--- config.mk ---
export PLATFORM = sky130hd
export DESIGN_NAME = vid_cmd_mailbox
export DESIGN_NICKNAME = d
export VERILOG_FILES = /design/src/rtl/mbx_pkg.sv /design/src/rtl/mbx_vsync_sel.sv /design/src/rtl/mbx_irq.sv /design/src/rtl/mbx_fsm.sv /design/src/rtl/vid_cmd_mailbox.sv
export SDC_FILE = /design/constraint.sdc
export NUM_CORES = 1
export LEC_CHECK = 0
export ABC_AREA = 1
export BUFFER_PORTS_ARGS = -buffer_cell sky130_fd_sc_hd__buf_2
export CORE_ASPECT_RATIO = 0.7
export CORE_MARGIN = 5
export CORE_UTILIZATION = 48
export CTS_CLUSTER_DIAMETER = 30
export DETAILED_ROUTE_END_ITERATION = 6
export GPL_TIMING_DRIVEN = 0
export HOLD_SLACK_MARGIN = 0.02
export PLACE_DENSITY = 0.82
export SLEW_MARGIN = 20
export SYNTH_ARGS = -nofsm -noshare
export SYNTH_HDL_FRONTEND = slang
export SYNTH_SLANG_ARGS = --single-unit
--- constraint.sdc ---
create_clock -name clk -period 1.6 [get_ports clk]
set_input_delay 0.08 -clock clk [delete_from_list [all_inputs] [get_ports clk]]
set_output_delay 0.08 -clock clk [all_outputs]
set_load 0.005 [all_outputs]
--- src/rtl/mbx_pkg.sv ---
package mbx_pkg;
    localparam logic [3:0] W_IRQ_CP    = 4'h0;
    localparam logic [3:0] W_HOST_INFO = 4'h1;
    localparam logic [3:0] W_IRQ_HOST  = 4'h2;
    localparam logic [3:0] W_CP_INFO   = 4'h3;
    localparam logic [3:0] W_SWRST     = 4'h4;
    localparam logic [3:0] W_START1    = 4'h5;
    localparam logic [3:0] W_START2    = 4'h6;
    localparam logic [3:0] W_GPSTAT    = 4'h7;
    localparam logic [3:0] W_NEXT      = 4'h8;
    localparam logic [3:0] W_CUR       = 4'h9;
    localparam logic [3:0] W_VSMODE    = 4'hA;

    localparam int INFO_READY = 15;
    localparam int INFO_PROC  = 14;
    localparam int INFO_QINIT = 13;
    localparam int SWRST_FULL = 0;
    localparam int SWRST_CORE = 1;
    localparam int ST1_DONE   = 0;
    localparam int ST1_IDLE   = 2;
    localparam int ST2_FETCH  = 1;

    localparam logic [1:0] VS_SW_QUIET = 2'd3;

    typedef enum logic [2:0] {
        ST_HALT,
        ST_RESET,
        ST_BOOT,
        ST_IDLE,
        ST_BUSY
    } mbx_state_e;
endpackage

--- src/rtl/mbx_vsync_sel.sv ---
module mbx_vsync_sel
    import mbx_pkg::*;
(
    input  logic       clk,
    input  logic       rst_n,
    input  logic       vsync_i,
    input  logic [1:0] mode_i,
    input  logic       sw_trig_i,
    output logic       fetch_evt_o,
    output logic       vsync_irq_o
);
    logic vs_q;
    logic sw_pend_q;
    logic irq_q;
    logic hw_edge;

    assign hw_edge = vsync_i & ~vs_q;

    always_ff @(posedge clk or negedge rst_n) begin
        if (!rst_n) begin
            vs_q      <= 1'b0;
            sw_pend_q <= 1'b0;
            irq_q     <= 1'b0;
        end else begin
            vs_q      <= vsync_i;
            sw_pend_q <= sw_trig_i & mode_i[0];
            irq_q     <= hw_edge & (mode_i != VS_SW_QUIET);
        end
    end

    assign fetch_evt_o = mode_i[0] ? sw_pend_q : hw_edge;
    assign vsync_irq_o = irq_q;

    // no sync interrupt while the quiet software mode was selected
    assert_quiet_mode_R9: assert property (@(posedge clk) disable iff (!rst_n)
        vsync_irq_o |-> ($past(mode_i) != VS_SW_QUIET));
    // software modes fetch only after a post
    assert_sw_fetch_R8: assert property (@(posedge clk) disable iff (!rst_n)
        (fetch_evt_o && mode_i[0]) |-> $past(sw_trig_i));
endmodule

--- src/rtl/mbx_irq.sv ---
module mbx_irq (
    input  logic clk,
    input  logic rst_n,
    input  logic clr_all_i,
    input  logic cp_set_i,
    input  logic host_clr_i,
    input  logic cp_irq_req_i,
    output logic irq_cp_o,
    output logic irq_host_o
);
    logic irq_cp_q;
    logic irq_host_q;

    always_ff @(posedge clk or negedge rst_n) begin
        if (!rst_n) begin
            irq_cp_q   <= 1'b0;
            irq_host_q <= 1'b0;
        end else begin
            irq_cp_q <= cp_set_i;
            if (clr_all_i)         irq_host_q <= 1'b0;
            else if (cp_irq_req_i) irq_host_q <= 1'b1;
            else if (host_clr_i)   irq_host_q <= 1'b0;
        end
    end

    assign irq_cp_o   = irq_cp_q;
    assign irq_host_o = irq_host_q;

    // doorbell pulse follows a doorbell write
    assert_doorbell_src_R11: assert property (@(posedge clk) disable iff (!rst_n)
        irq_cp_o |-> $past(cp_set_i));
    // a coprocessor request is never lost to a host clear
    assert_set_wins_R12: assert property (@(posedge clk) disable iff (!rst_n)
        (cp_irq_req_i && !clr_all_i) |=> irq_host_o);
endmodule

--- src/rtl/mbx_fsm.sv ---
module mbx_fsm
    import mbx_pkg::*;
#(
    parameter int PTR_W       = 32,
    parameter int RST_CYCLES  = 8,
    parameter int BOOT_CYCLES = 16
) (
    input  logic             clk,
    input  logic             rst_n,
    input  logic             rst_req_i,
    input  logic             fetch_start_i,
    input  logic             fetch_evt_i,
    input  logic [PTR_W-1:0] next_ptr_i,
    output logic [PTR_W-1:0] cur_ptr_o,
    output logic             rst_done_o,
    output logic             qinit_o,
    output logic             ready_o,
    output logic             busy_o
);
    localparam int MAX_CYC = (RST_CYCLES > BOOT_CYCLES) ? RST_CYCLES : BOOT_CYCLES;
    localparam int CNT_W   = $clog2(MAX_CYC + 1);
    localparam logic [CNT_W-1:0] RST_LOAD  = CNT_W'(RST_CYCLES - 1);
    localparam logic [CNT_W-1:0] BOOT_LOAD = CNT_W'(BOOT_CYCLES - 1);

    mbx_state_e       state_q, state_d;
    logic [CNT_W-1:0] cnt_q, cnt_d;
    logic [PTR_W-1:0] cur_q;
    logic             done_q, qinit_q;
    logic             active;
    logic             next_zero;

    assign active    = (state_q == ST_IDLE) || (state_q == ST_BUSY);
    assign next_zero = (next_ptr_i == '0);

    always_ff @(posedge clk or negedge rst_n) begin
        if (!rst_n) begin
            state_q <= ST_HALT;
            cnt_q   <= '0;
        end else begin
            state_q <= state_d;
            cnt_q   <= cnt_d;
        end
    end

    always_comb begin
        state_d = state_q;
        cnt_d   = cnt_q;
        unique case (state_q)
            ST_HALT: begin
                if (fetch_start_i) begin
                    state_d = ST_BOOT;
                    cnt_d   = BOOT_LOAD;
                end
            end
            ST_RESET: begin
                if (cnt_q == '0) state_d = ST_HALT;
                else             cnt_d   = cnt_q - 1'b1;
            end
            ST_BOOT: begin
                if (cnt_q == '0) state_d = ST_IDLE;
                else             cnt_d   = cnt_q - 1'b1;
            end
            ST_IDLE: begin
                if (fetch_evt_i && !next_zero) state_d = ST_BUSY;
            end
            ST_BUSY: begin
                if (fetch_evt_i && next_zero) state_d = ST_IDLE;
            end
            default: state_d = ST_HALT;
        endcase
        if (rst_req_i) begin
            state_d = ST_RESET;
            cnt_d   = RST_LOAD;
        end
    end

    always_ff @(posedge clk or negedge rst_n) begin
        if (!rst_n) begin
            cur_q   <= '0;
            done_q  <= 1'b0;
            qinit_q <= 1'b0;
        end else if (rst_req_i) begin
            cur_q   <= '0;
            done_q  <= 1'b0;
            qinit_q <= 1'b0;
        end else begin
            if (fetch_evt_i && active) cur_q <= next_ptr_i;
            if (state_q == ST_RESET && cnt_q == '0) done_q  <= 1'b1;
            if (state_q == ST_BOOT  && cnt_q == '0) qinit_q <= 1'b1;
        end
    end

    assign cur_ptr_o  = cur_q;
    assign rst_done_o = done_q;
    assign qinit_o    = qinit_q;
    assign ready_o    = (state_q == ST_IDLE);
    assign busy_o     = (state_q == ST_BUSY);

    // a fetch in an active state loads the pending pointer
    assert_promote_R6: assert property (@(posedge clk) disable iff (!rst_n)
        (fetch_evt_i && active && !rst_req_i) |=> (cur_ptr_o == $past(next_ptr_i)));
    // halt, reset and boot leave the active pointer alone
    assert_hold_inactive_R10: assert property (@(posedge clk) disable iff (!rst_n)
        (!active && !rst_req_i) |=> $stable(cur_ptr_o));
    // processing always has a live pointer, idle never does
    assert_busy_ptr_R7: assert property (@(posedge clk) disable iff (!rst_n)
        busy_o |-> (cur_ptr_o != '0));
    assert_idle_ptr_R7: assert property (@(posedge clk) disable iff (!rst_n)
        ready_o |-> (cur_ptr_o == '0));
    // reset-done rises only on leaving the reset state
    assert_done_src_R3: assert property (@(posedge clk) disable iff (!rst_n)
        $rose(rst_done_o) |-> ($past(state_q) == ST_RESET));
endmodule

--- src/rtl/vid_cmd_mailbox.sv ---
module vid_cmd_mailbox
    import mbx_pkg::*;
#(
    parameter int ADDR_W      = 8,
    parameter int DATA_W      = 32,
    parameter int RST_CYCLES  = 8,
    parameter int BOOT_CYCLES = 16
) (
    input  logic              clk,
    input  logic              rst_n,
    input  logic              h_wr_en,
    input  logic [ADDR_W-1:0] h_addr,
    input  logic [DATA_W-1:0] h_wdata,
    output logic [DATA_W-1:0] h_rdata,
    input  logic              vsync_i,
    input  logic              cp_irq_req_i,
    output logic              rst_full_o,
    output logic              rst_core_o,
    output logic              fetch_en_o,
    output logic              irq_cp_o,
    output logic              irq_host_o,
    output logic              vsync_irq_o,
    output logic [DATA_W-1:0] host_info_o,
    output logic [DATA_W-1:0] cmd_ptr_o
);
    localparam int WIDX_W = ADDR_W - 2;

    logic [WIDX_W-1:0] widx;
    logic wr_irq_cp, wr_host_info, wr_irq_host, wr_swrst;
    logic wr_start1, wr_start2, wr_gp, wr_next, wr_mode;
    logic full_req, core_req, rst_req, fetch_start;

    logic [DATA_W-1:0] host_info_q, gp_q, next_q;
    logic [1:0]        mode_q;
    logic              idle_auth_q, fetch_en_q, rst_full_q, rst_core_q;

    logic              fetch_evt;
    logic [DATA_W-1:0] cur_ptr;
    logic              rst_done, qinit, ready, busy;

    assign widx         = h_addr[ADDR_W-1:2];
    assign wr_irq_cp    = h_wr_en && (widx == WIDX_W'(W_IRQ_CP));
    assign wr_host_info = h_wr_en && (widx == WIDX_W'(W_HOST_INFO));
    assign wr_irq_host  = h_wr_en && (widx == WIDX_W'(W_IRQ_HOST));
    assign wr_swrst     = h_wr_en && (widx == WIDX_W'(W_SWRST));
    assign wr_start1    = h_wr_en && (widx == WIDX_W'(W_START1));
    assign wr_start2    = h_wr_en && (widx == WIDX_W'(W_START2));
    assign wr_gp        = h_wr_en && (widx == WIDX_W'(W_GPSTAT));
    assign wr_next      = h_wr_en && (widx == WIDX_W'(W_NEXT));
    assign wr_mode      = h_wr_en && (widx == WIDX_W'(W_VSMODE));

    assign full_req    = wr_swrst && h_wdata[SWRST_FULL];
    assign core_req    = wr_swrst && h_wdata[SWRST_CORE];
    assign rst_req     = full_req || core_req;
    assign fetch_start = wr_start2 && h_wdata[ST2_FETCH];

    always_ff @(posedge clk or negedge rst_n) begin
        if (!rst_n) begin
            host_info_q <= '0;
            gp_q        <= '0;
            next_q      <= '0;
            mode_q      <= '0;
            idle_auth_q <= 1'b0;
            fetch_en_q  <= 1'b0;
            rst_full_q  <= 1'b0;
            rst_core_q  <= 1'b0;
        end else begin
            rst_full_q <= full_req;
            rst_core_q <= core_req;
            if (wr_host_info) host_info_q <= h_wdata;
            if (wr_gp)        gp_q        <= h_wdata;
            if (wr_next)      next_q      <= h_wdata;
            if (wr_mode)      mode_q      <= h_wdata[1:0];
            if (wr_start1)    idle_auth_q <= h_wdata[ST1_IDLE];
            if (wr_start2)    fetch_en_q  <= h_wdata[ST2_FETCH];
            if (rst_req)      fetch_en_q  <= 1'b0;
            if (full_req) begin
                host_info_q <= '0;
                gp_q        <= '0;
                next_q      <= '0;
                mode_q      <= '0;
                idle_auth_q <= 1'b0;
            end
        end
    end

    mbx_vsync_sel u_sync (
        .clk        (clk),
        .rst_n      (rst_n),
        .vsync_i    (vsync_i),
        .mode_i     (mode_q),
        .sw_trig_i  (wr_next),
        .fetch_evt_o(fetch_evt),
        .vsync_irq_o(vsync_irq_o)
    );

    mbx_fsm #(
        .PTR_W      (DATA_W),
        .RST_CYCLES (RST_CYCLES),
        .BOOT_CYCLES(BOOT_CYCLES)
    ) u_fsm (
        .clk          (clk),
        .rst_n        (rst_n),
        .rst_req_i    (rst_req),
        .fetch_start_i(fetch_start),
        .fetch_evt_i  (fetch_evt),
        .next_ptr_i   (next_q),
        .cur_ptr_o    (cur_ptr),
        .rst_done_o   (rst_done),
        .qinit_o      (qinit),
        .ready_o      (ready),
        .busy_o       (busy)
    );

    mbx_irq u_irq (
        .clk         (clk),
        .rst_n       (rst_n),
        .clr_all_i   (full_req),
        .cp_set_i    (wr_irq_cp && h_wdata[0]),
        .host_clr_i  (wr_irq_host && h_wdata[0]),
        .cp_irq_req_i(cp_irq_req_i),
        .irq_cp_o    (irq_cp_o),
        .irq_host_o  (irq_host_o)
    );

    always_comb begin
        h_rdata = '0;
        unique case (widx)
            WIDX_W'(W_IRQ_CP):    h_rdata[0] = irq_cp_o;
            WIDX_W'(W_HOST_INFO): h_rdata = host_info_q;
            WIDX_W'(W_IRQ_HOST):  h_rdata[0] = irq_host_o;
            WIDX_W'(W_CP_INFO): begin
                h_rdata[INFO_READY] = ready;
                h_rdata[INFO_PROC]  = busy;
                h_rdata[INFO_QINIT] = qinit;
            end
            WIDX_W'(W_SWRST): begin
                h_rdata[SWRST_FULL] = rst_full_q;
                h_rdata[SWRST_CORE] = rst_core_q;
            end
            WIDX_W'(W_START1): begin
                h_rdata[ST1_DONE] = rst_done;
                h_rdata[ST1_IDLE] = idle_auth_q;
            end
            WIDX_W'(W_START2):    h_rdata[ST2_FETCH] = fetch_en_q;
            WIDX_W'(W_GPSTAT):    h_rdata = gp_q;
            WIDX_W'(W_NEXT):      h_rdata = next_q;
            WIDX_W'(W_CUR):       h_rdata = cur_ptr;
            WIDX_W'(W_VSMODE):    h_rdata[1:0] = mode_q;
            default:              h_rdata = '0;
        endcase
    end

    assign rst_full_o  = rst_full_q;
    assign rst_core_o  = rst_core_q;
    assign fetch_en_o  = fetch_en_q;
    assign host_info_o = host_info_q;
    assign cmd_ptr_o   = cur_ptr;

    // reset pulses come only from a reset-register write
    assert_full_pulse_R2: assert property (@(posedge clk) disable iff (!rst_n)
        rst_full_o |-> $past(wr_swrst));
    assert_core_pulse_R2: assert property (@(posedge clk) disable iff (!rst_n)
        rst_core_o |-> $past(wr_swrst));
    // a reset request always drops fetch enable
    assert_fetch_drop_R4: assert property (@(posedge clk) disable iff (!rst_n)
        rst_req |=> !fetch_en_o);
endmodule

# After elaboration in Yosys (flattened, before gate mapping)
# Index checks and enable logic that the tools add are counted.
word_totals:
  out_inout_bits: 102
  regBits: 149
  in_bits: 45
  word_cells: 123
classes:
  n_mux: 39
  reduce_logical: 40
  addsub: 1
  bitwise: 4
  eq_ne: 21
op_table:
  columns: ["operator", "count"]
  rows:
  - ["$mux 32", 8]
  - ["$pmux 16 s4", 1]
  - ["$pmux 10 s4", 1]
  - ["$logic_not 32->1", 1]
  - ["$pmux 3 s5", 2]
  - ["$eq 6x3->1 const B", 4]
  - ["$logic_and 1x1->1", 19]
  - ["$eq 6x4->1 const B", 3]
  - ["$mux 3", 6]
  - ["$reduce_bool 2->1", 9]
  - ["$mux 5", 3]
  - ["$eq 6x2->1 const B", 2]
  - ["$mux 1", 12]
  - ["$ne 3x2->1 const B", 4]
  - ["$pmux 5 s2", 1]
  - ["$pmux 1 s9", 1]
  - ["$pmux 1 s7", 1]
  - ["$eq 3x2->1 const B", 2]
  - ["$eq 6x1->1 const B", 1]
  - ["$logic_not 6->1", 1]
  - ["$ne 3x3->1 const B", 2]
  - ["$reduce_bool 3->1", 2]
  - ["$logic_not 5->1", 1]
  - ["$pmux 1 s5", 1]
  - ["13 further kinds", 17]

# Longest topological paths before layout
depth:
  word_depth: 7
  depth_mapped: 11
  depth_no_buf: 10

# Modules after synthesis
# Synthesis repeated with hierarchy kept, for this count alone.
unflattened:
  cells_unflattened: 954
  hier_area_um2: 7573.5
modules_own_cells:
  columns: ["mod", "n_inst", "cells_per_inst", "seq_area_each_um2", "area_each_um2"]
  rows:
  - ["vid_cmd_mailbox", 1, 677, 2552.4, 5198.7]
  - ["mbx_fsm", 1, 257, 1051.0, 2187.1]
  - ["mbx_vsync_sel", 1, 14, 75.1, 117.6]
  - ["mbx_irq", 1, 6, 50.0, 70.1]

# Least setup slack after synthesis
# No wires, ideal clock.
synth_timing:
  kind: "register -> register"
  startpoint: "register u_fsm.state_q[0]"
  endpoint: "register u_fsm.cur_q[10] (netlist: u_fsm.cur_ptr_o[10])"
  synth_period_minus_slack_ns: 1.450
  path_stages_with_launch: 10
  setup_ns: 0.119
  slack_ns: 0.150
  n_path_buf: 2
  arrival_ns: 1.331
  t_required_ns: 1.481
  cell_sequence: "dfrtp_1 -> inv_1 -> nand3_1 -> nand2_1 -> nand2_1 -> nand2_2 -> buf_6 -> buf_4 -> a31oi_1 -> inv_1"
synth_between:
  elab_chain_len: 4
  elab_cells_between_ends: 5
  classes_between: "eq/ne: 2; reduce/logical: 3"
synth_rtl:
  columns: ["item", "line", "source"]
  rows:
  - ["from (decl)", "mbx_fsm.sv:25", "mbx_state_e state_q, state_d;"]
  - ["from (signal assigned)", "mbx_fsm.sv:40", "state_q <= state_d;"]
  - ["$eq 3x2->1 or $eq 3x3->1 (tied branches)", "mbx_fsm.sv:32", "assign active = (state_q == ST_IDLE) || (state_q == ST_BUSY);"]
  - ["$logic_or 1x1->1 (*)", "mbx_fsm.sv:32", null]
  - ["$logic_and 1x1->1 (*)", "mbx_fsm.sv:87", "if (fetch_evt_i && active) cur_q <= next_ptr_i;"]
  - ["$reduce_bool 2->1 (no line) (*)", null, null]
  - ["to (signal assigned)", "mbx_fsm.sv:87", null]
  - ["to (decl)", "mbx_fsm.sv:27", "logic [PTR_W-1:0] cur_q;"]
# Every way passes the cells marked *; elsewhere a longest branch is shown, timed or not.
# A chain may end at the register's enable or synchronous reset.

# Worst setup path in the final report
layout_timing:
  startpoint: "register next_q[0]"
  endpoint: "register u_fsm.state_q[1]"
layout_between:
  elab_chain_len: 5
  elab_cells_between_ends: 7
  classes_between: "eq/ne: 2; reduce/logical: 5"
layout_rtl:
  columns: ["item", "line", "source"]
  rows:
  - ["from (decl)", "vid_cmd_mailbox.sv:33", "logic [DATA_W-1:0] host_info_q, gp_q, next_q;"]
  - ["from (signal assigned)", "vid_cmd_mailbox.sv:72", "if (wr_next) next_q <= h_wdata;"]
  - ["$logic_not 32->1 (*)", "mbx_fsm.sv:33", "assign next_zero = (next_ptr_i == '0);"]
  - ["$logic_not 1->1", "mbx_fsm.sv:64", "if (fetch_evt_i && !next_zero) state_d = ST_BUSY;"]
  - ["$logic_and 1x1->1", "mbx_fsm.sv:64", null]
  - ["$ne 3x2->1 (no line)", null, null]
  - ["$reduce_and 5->1 (no line) (*)", null, null]
# Marked as above.

==> impl_results.md <==
- Status: finished, violations left
- Failing checks: DRC, setup timing
- Nets: 1084
- WL/cell: 20.2 µm
- Critical Path End Type: flip-flop
- Register area: 3730 µm²
- Setup Crit Path Kind: flip-flop to flip-flop
- Maximum clock rate: 0.599 GHz
- Drt initial violations: 921
- Slew margin rel.: 0.626
- CTS Sinks: 149
- CP Data Required Time: 1.89 ns
- Placeable Area: 14700 µm²
- Post-Syn Area per Cell: 8.75 µm²
- Final Slew Violations: 0
- Antenna violations before repair: 1
- Netlist Area Pre-Place: 7190 µm²
- Register area share after synthesis: 0.519
- Vias in the first global route: 6851
- PnR worst setup slack: -0.0707 ns
- All-layer global routing usage: 0.271
- Period utilization: 1.04
- Total design power: 13.9 mW
- Synth Warn #: 0
- Area of the multi-input gates: 2810 µm²
- CTS tree: yes
- Share of cells above drive strength 1: 0.306
- Rows: 37
- DR pass1 iterations: 7
- Setup violators final: 6
- Post-route ant nets: 0
- RSZ-0062 raised after global routing: true
- WHS: 0.0332 ns
- Die Y: 112 µm
- PD cells: 1450 nW/µm²
- Synth Register Bits: 149
- Drt via density: 5.79
- Pleak: 5.08 nW
- Layout area overhead: 33.7%
- Pin count of the biggest net entering global routing: 78
- Non-Filler Instances: 1245
- Max VDD drop: 782 µV
- WP data arrival: 1.96 ns
- Max-Cap Viols: 0
- Port Buffer Count: 143
- Clock root buffer: clkbuf_16
- Worst hold path type: input pin to flip-flop
- Cells after DPL: 1160
- First-pass GRT wire length: 37000 µm
- Setup Skew: 0.00993 ns
- Routed wire length: 25100 µm
- Worst-skew pair later-pin latency: 0.42 ns
- Hpwl dp: 16300 µm
- CTS H-tree lvls: 4
- DR vias: 7207
- Library cells used by synthesis: 35
- Post-Synthesis Cells: 821
- CP Max Fanout: 5
- Starting Density: 0.490
- RePlAce Congestion: 0.915
- Endpoints failing hold: 0
- Syn_nets: 868
- CTS clk-pin slew, worst paths: 0.06 ns
- Width of the die: 156 µm
- Final Core Density: 0.655
- Die area: 17600 µm²
- Min cycle time layout: 1.67 ns
- Fill count: 1126
- Num CTS Buffers: 17
- CTS Buffer Depth: 2
- # DRC: 2
- Startpoint types: flip-flop
- Global route overflow: 0
- Worst slew pin tran: 0.561 ns
- Ports: 147
[stage by stage]
stage | setup slack [ns] | setup TNS [ns] | instance area, µm²
floorplan | 0.150 | 0 | 7190
global placement | -1.71 | -261.73 | 8150
detailed placement | -0.333 | -11.44 | 8180
CTS | -0.0249 | -0.0595 | 9300
global route | -0.226 | -1.48 | 9610
finish | -0.0707 | -0.151 | 9610
[worst paths after layout]
kind	end	slack (ns)	cells after the start	from
setup / recovery	u_fsm.state_q[1]	-0.07	10	next_q[0]
hold / removal	next_q[9]	0.03	3	h_wdata[9]
setup reg to reg	u_fsm.state_q[1]	-0.07	10	next_q[0]
hold reg to reg	idle_auth_q	0.51	2	idle_auth_q
max in group asynchronous	next_q[15]	0.60	3	rst_n
min in group asynchronous	host_info_o[3]	0.22	2	rst_n
[worst max-delay path, cell delays in order (launching register included)]
cell and delay [ns]:
dfrtp_1 0.44, nor2_2 0.13, nand2_1 0.07, nor2_1 0.11, nand2_1 0.11, nor2_1 0.10
nand2_1 0.07, nand2_2 0.12, nand2_2 0.08, o21bai_1 0.19, nand2_1 0.12
[report_power, final]
part	total [mW]	switching (mW)	internal, mW
combinational	4.18	2.40	1.78
clock	4.12	1.63	2.49
sequential	5.61	0.820	4.79
total	13.9	4.86	9.05
[synth_stat cells]
cell / n / area (µm²)
nand4_1: 9 / 56.3
a21boi_0: 1 / 7.51
nand3_2: 3 / 30.0
nor2_1: 78 / 293
o221ai_1: 26 / 228
buf_4: 5 / 37.5
clkbuf_1: 5 / 18.8
a21oi_1: 7 / 35.0
nor2_2: 6 / 37.5
nor3_1: 2 / 10.0
dfrtp_1: 149 / 3730
o21ai_2: 25 / 219
inv_2: 4 / 15.0
buf_2: 29 / 145
nand2_2: 4 / 25.0
o211ai_1: 3 / 22.5
o21bai_1: 2 / 15.0
nand3_1: 25 / 125
o22ai_1: 59 / 369
o21ai_1: 10 / 50.1
nor2_4: 2 / 22.5
a31oi_1: 32 / 200
and3_1: 1 / 6.26
ha_1: 2 / 25.0
nand4_2: 1 / 12.5
o21ai_0: 16 / 80.1
a22oi_1: 29 / 218
buf_6: 6 / 67.6
inv_1: 151 / 567
a221oi_1: 2 / 17.5
o2111ai_1: 2 / 17.5
nand2_1: 121 / 454
a211oi_1: 1 / 7.51
or2_2: 2 / 12.5
nand3b_2: 1 / 11.3
[sequential cells by signal, indices dropped and copies added, names as in the netlist]
name	flops
gp_q	32
host_info_o	32
next_q	32
u_fsm.cur_ptr_o	32
u_fsm.cnt_q	5
u_fsm.state_q	3
mode_q	2
fetch_en_o	1
idle_auth_q	1
rst_core_o	1
rst_full_o	1
u_fsm.qinit_o	1
u_fsm.rst_done_o	1
u_irq.irq_cp_o	1
u_irq.irq_host_o	1
u_sync.sw_pend_q	1
u_sync.vs_q	1
u_sync.vsync_irq_o	1
[cell type report]
type,instances,share of cell area
Antenna cell,1,0.000260
Buffer,45,0.0375
Clock buffer,19,0.0461
Clock inverter,12,0.0163
Inverter,155,0.0608
Multi-Input combinational cell,472,0.293
Sequential cell,149,0.389
Tap cell,195,0.0254
Timing Repair Buffer,197,0.133
[cell usage in the layout (no fill, tap or decap), types with 15 or more instances in the layout]
| cell | synthesis | routed |
|---|---|---|
| o21ai_2 | 25 | 26 |
| o221ai_1 | 26 | 24 |
| o22ai_1 | 59 | 59 |
| buf_2 | 29 | 158 |
| dfrtp_1 | 149 | 146 |
| dlygate4sd3_1 | 0 | 34 |
| o21ai_0 | 16 | 15 |
| nand3_1 | 25 | 20 |
| a22oi_1 | 29 | 28 |
| a31oi_1 | 32 | 30 |
| buf_4 | 5 | 24 |
| inv_1 | 151 | 146 |
| clkbuf_16 | 0 | 18 |
| nand2_1 | 121 | 114 |
| nor2_1 | 78 | 71 |
[what timing repair did]
item                       CTS  global route
buffers inserted             6            12
pin swaps                    4            16
cloned                       0             1
resized for setup           37            55
setup endpoints to repair   62            65
hold endpoints to repair   137             0
hold buffers                34             0
[logic make-up (layout without fill, tap and decap cells)]
| family | count (synthesis) | after routing | synth area share |
|---|---|---|---|
| AO/OA/AOI/OAI | 215 | 215 | 0.207 |
| adder cells (fa/ha/maj) | 2 | 2 | 0.00348 |
| buffers and inverters | 200 | 428 | 0.118 |
| flip-flops | 149 | 149 | 0.519 |
| other | 0 | 1 | 0 |
| AND/OR/NAND/NOR | 255 | 255 | 0.153 |
[metal layers]
| metal | global-route usage | wire length (µm) | vias up |
|---|---|---|---|
| met5 | 0 | 0 | - |
| met4 | 0.0942 | 879 | 0 |
| met3 | 0.0740 | 3310 | 74 |
| met2 | 0.394 | 10900 | 537 |
| met1 | 0.391 | 10000 | 3395 |
| li1 | - | - | 3201 |
No activity file was read; power rests on OpenSTA's default activity.
